`src/rtl/approx_dct4.sv`:
```
module approx_dct4 #(
  parameter int IN_W = 8,
  localparam int OUT_W = IN_W + 2
) (
  input  logic                    clk,
  input  logic                    rst,
  input  logic                    in_valid,
  input  logic signed [IN_W-1:0]  x0,
  input  logic signed [IN_W-1:0]  x1,
  input  logic signed [IN_W-1:0]  x2,
  input  logic signed [IN_W-1:0]  x3,
  output logic                    out_valid,
  output logic signed [OUT_W-1:0] y0,
  output logic signed [OUT_W-1:0] y1,
  output logic signed [OUT_W-1:0] y2,
  output logic signed [OUT_W-1:0] y3
);

  logic signed [OUT_W-1:0] e0, e1, e2, e3;
  logic signed [OUT_W-1:0] sum_ends, sum_mids, dif_ends, dif_mids;

  assign e0 = OUT_W'(x0);
  assign e1 = OUT_W'(x1);
  assign e2 = OUT_W'(x2);
  assign e3 = OUT_W'(x3);

  // first butterfly level: four adders
  assign sum_ends = e0 + e3;
  assign dif_ends = e0 - e3;
  assign sum_mids = e1 + e2;
  assign dif_mids = e1 - e2;

  always_ff @(posedge clk) begin
    if (rst) begin
      out_valid <= 1'b0;
      y0 <= '0;
      y1 <= '0;
      y2 <= '0;
      y3 <= '0;
    end else begin
      out_valid <= in_valid;
      if (in_valid) begin
        // second level: two adders; odd rows pass straight through
        y0 <= sum_ends + sum_mids;
        y2 <= sum_ends - sum_mids;
        y1 <= dif_ends;
        y3 <= dif_mids;
      end
    end
  end

  assert_reset_R1: assert property (@(posedge clk)
    rst |=> (!out_valid && y0 == '0 && y1 == '0 && y2 == '0 && y3 == '0));

  assert_valid_follows_R2: assert property (@(posedge clk) disable iff (rst)
    in_valid |=> out_valid);

  assert_valid_drops_R2: assert property (@(posedge clk) disable iff (rst)
    !in_valid |=> !out_valid);

  assert_dc_row_R3: assert property (@(posedge clk) disable iff (rst)
    in_valid |=> (32'(y0) == $past(32'(x0) + 32'(x1) + 32'(x2) + 32'(x3))));

  assert_odd_row_R4: assert property (@(posedge clk) disable iff (rst)
    in_valid |=> (32'(y1) == $past(32'(x0) - 32'(x3))));

  assert_even_row_R5: assert property (@(posedge clk) disable iff (rst)
    in_valid |=> (32'(y2) == $past(32'(x0) - 32'(x1) - 32'(x2) + 32'(x3))));

  assert_mid_row_R6: assert property (@(posedge clk) disable iff (rst)
    in_valid |=> (32'(y3) == $past(32'(x1) - 32'(x2))));

  assert_hold_idle_R8: assert property (@(posedge clk) disable iff (rst)
    !in_valid |=> ($stable(y0) && $stable(y1) && $stable(y2) && $stable(y3)));

endmodule

```
`config.mk`:
```
export PLATFORM = sky130hd
export DESIGN_NAME = approx_dct4
export DESIGN_NICKNAME = d
export VERILOG_FILES = /design/src/rtl/approx_dct4.sv
export SDC_FILE = /design/constraint.sdc
export NUM_CORES = 1
export LEC_CHECK = 0
export ABC_AREA = 1
export BUFFER_PORTS_ARGS = -buffer_cell sky130_fd_sc_hd__buf_2
export CORE_UTILIZATION = 35
export CTS_BUF_LIST = sky130_fd_sc_hd__clkbuf_8
export DETAILED_ROUTE_END_ITERATION = 10
export GPL_ROUTABILITY_DRIVEN = 1
export PLACE_DENSITY = 0.55
export SLEW_MARGIN = 20
export SYNTH_ARGS = -nofsm -noshare
export SYNTH_HDL_FRONTEND = slang
export SYNTH_SLANG_ARGS = --single-unit
```
`constraint.sdc`:
```
create_clock -name clk -period 2.55 [get_ports clk]
set_input_delay 0.1275 -clock clk [delete_from_list [all_inputs] [get_ports clk]]
set_output_delay 0.1275 -clock clk [all_outputs]
set_load 0.03 [all_outputs]
```
==> flow_summary.yaml <==
outcome:
  run_status: "finished, final reports clean"
setup_path:
  r2r-end: "y2[5]"
  r2r_cells: 4
  crit_chain: "buf_2 -> ha_1 -> fa_1 -> a31oi_1 -> xor2_1 -> inv_1 -> ha_1 -> nor2_1 -> nand3_1 -> nand3_2 -> nand2_1 -> nand3_1 -> nand2_1 -> nor2_1 -> nor2_1"
  reg2reg_slack_ps: 1850
  cp.required_ps: 2740
  end_kind: "flop"
  cpPeakStageDelay_ps: 420
  worstSetupStartpoint: "x0[0]"
  path_depth: 15
  worstSetupPathType: "in2reg"
  crit_family: "adder cells"
  worst_path_max_delay_cell: "fa_1"
  path_common_cell: "nor2_1"
  arrival_ps: 2580
  crit_fanout: 6
  reg2reg_from: "y2[5]"
  path_buf_inv: 2
  startpoint_type: "input pin"
timing:
  slew_headroom_pct: 69.7
  fmax_ghz: 0.418
  hold_viol_final: 0
  whs_ps: 180
  layout_min_cycle_time_ps: 2390
  fin_skew_ps: 0
  finalMaxSlewViolations: 0
  finalCritPeriodShare_pct: 93.9
  finalSetupViolCount: 0
  tightest_slew_ps: 454
  rsz0062_at_grt: "false"
cells_and_area:
  final_nets: 795
  areaGrowthSynthToFinish_pct: 24.3
  fin_util_pct: 45.6
  seq_area_sq_um: 761
  num_antenna_cells: 0
  drive_above_1_share_pct: 22.3
  postLayoutCellArea_sq_um: 4770
  multi_input_area_sq_um: 2500
  final_common_cell: "nand2_1"
  fillers: 1128
  mostFrequentLayoutCells: "nand2_1, inv_1, nor2_1, buf_2, buf_4"
detailed_routing:
  post_drt_wl_per_cell_um: 11.6
  postRouteAntennaNets: 0
  firstDrtPassIters: 4
  drt-total-wl_um: 9740
  vias: 3813
  drc: 0
  drt_first_iter_violations: 146
  routed_via_density: 4.53
logic_synthesis:
  synth_seq_cells: 38
  netlist_area_sq_um: 3830
  synth_fp_nets: 687
  syn_inst: 596
  async_reset_ff_share_pct: 0
  yosysSeqAreaShare_pct: 19.8
  ys_warn_count: 0
  synthFlopType: "dfxtp_1"
  ys_types: 31
  synth-edff-count: 0
  syn_area_per_cell_sq_um: 6.43
floorplan:
  core-area_sq_um: 10500
  die-width_um: 107
  die_area_sq_um: 11400
  ioPinCount: 76
  floorplan.die.height_um: 107
  start_util_pct: 36.7
  rows: 37
grt:
  grt_pass1_vias: 3545
  grt_max_degree: 29
  grt_pass1_wl_um: 16500
  antenna_found_initial: 0
  gr-total-overflow: 0
  track_usage_pct: 18.1
power_and_ir_drop:
  combPwrFrac_pct: 56.2
  seqPwrFrac_pct: 22.9
  ir_drop_v: 0.000331
  cellPowerDensity_nw_per_um2: 660
  total_power_mw: 3.15
  p_clk_share_pct: 20.9
  sw_frac_of_total_pct: 43.1
  p_int_mw: 1.79
  p_switching_mw: 1.35
  p_leak_nw: 2.83
clocking:
  cts_made_buffers: 5
  clk_latency_ps: 290
  cts_hold_buf: 0
  clkSlewWorstSetupHoldPaths_ps: 80
  htreeDepth: 2
  cts_max_path_buffers: 2
  cts_root_buffer: "clkbuf_8"
  cts_tree: "done"
  cts_sinks: 38
placed_design:
  placed_area_sq_um: 4620
  place.gp.congestion: 0.882
  dp_hpwl_um: 8010
  port_buffers: 75
worst_hold_path:
  worstHoldPathCells: 2
  min_from: "in_valid"
  hold_path_end: "y3[1]"
  hp-class: "in2reg"
run:
  drv_cap: 0
-- power by group through the flow --
stage	Clock, mW	Combinational (mW)	Sequential [mW]
floorplan	0	1.05	0.892
global placement	0	1.75	0.732
detailed placement	0	1.76	0.735
CTS	0.683	1.77	0.721
global route	0.706	1.99	0.732
finish	0.658	1.77	0.719
-- registers in the layout (all words and copies together), names as in the netlist --
signal,flops
out_valid,1
y0,10
y1,9
y2,9
y3,9
-- cell usage after synthesis (all sizes together) (5+ instances only) --
| library cell | n | area (sq um) |
|---|---|---|
| nor2 | 81 | 309 |
| a21oi | 34 | 204 |
| o21bai | 10 | 75.1 |
| fa | 6 | 120 |
| o21ai | 31 | 166 |
| nand4 | 5 | 31.3 |
| xnor2 | 5 | 43.8 |
| ha | 50 | 626 |
| nand3 | 46 | 235 |
| xor2 | 18 | 158 |
| dfxtp | 38 | 761 |
| inv | 119 | 447 |
| clkbuf | 7 | 26.3 |
| buf | 17 | 111 |
| nand2 | 119 | 449 |
-- cell families (layout without fill, tap and decap cells) --
logic type,count (synthesis),count (layout),share of synthesized area [%]
adders and majority gates,56,56,19.4
AOI/OAI and AO/OA,82,82,13.1
buffers and inverters,143,252,15.2
DFF,38,38,19.8
xor gates and xnor gates,23,23,5.25
and+or+nand+nor,254,254,27.1
-- cell type report --
cell class,instances,area share (%)
inverter,119,9.37
multi-input combinational,415,52.4
clock inverter,2,1.26
sequential,38,16.0
clock buffer,6,1.73
tap,136,3.57
timing repair buffer,125,15.7
-- per-stage QoR --
stage          instances  TNS (ps)  setup slack, ps
2_1_floorplan        596         0              243
3_3_place_gp         833      -249            -72.3
3_5_place_dp         833      -396            -90.3
4_1_cts              841         0              182
5_1_grt              841         0             5.07
6_report             841         0              156
-- metal layers --
| metal | share of wire, % | track usage [%] |
|---|---|---|
| met1 | 50 | 24.5 |
| met4 | 2.5 | 6.16 |
| met2 | 44 | 29.8 |
| met3 | 3.6 | 2.07 |
| met5 | 0 | 0 |
-- worst max-delay path by stage --
stage / endpoint / slack, ps
after floorplan: y0[9] / 240
after global placement: y0[8] / -70
after global routing: y0[8] / 5
after CTS: y2[9] / 180
after detailed placement: y2[9] / -90
final: y2[9] / 160
-- what timing repair did --
action                                  4_1_cts  5_1_grt
gates resized for setup                       0        3
buffers inserted                              0        0
endpoints found under the setup margin        0        3
Power figures use the tool's default switching activity.
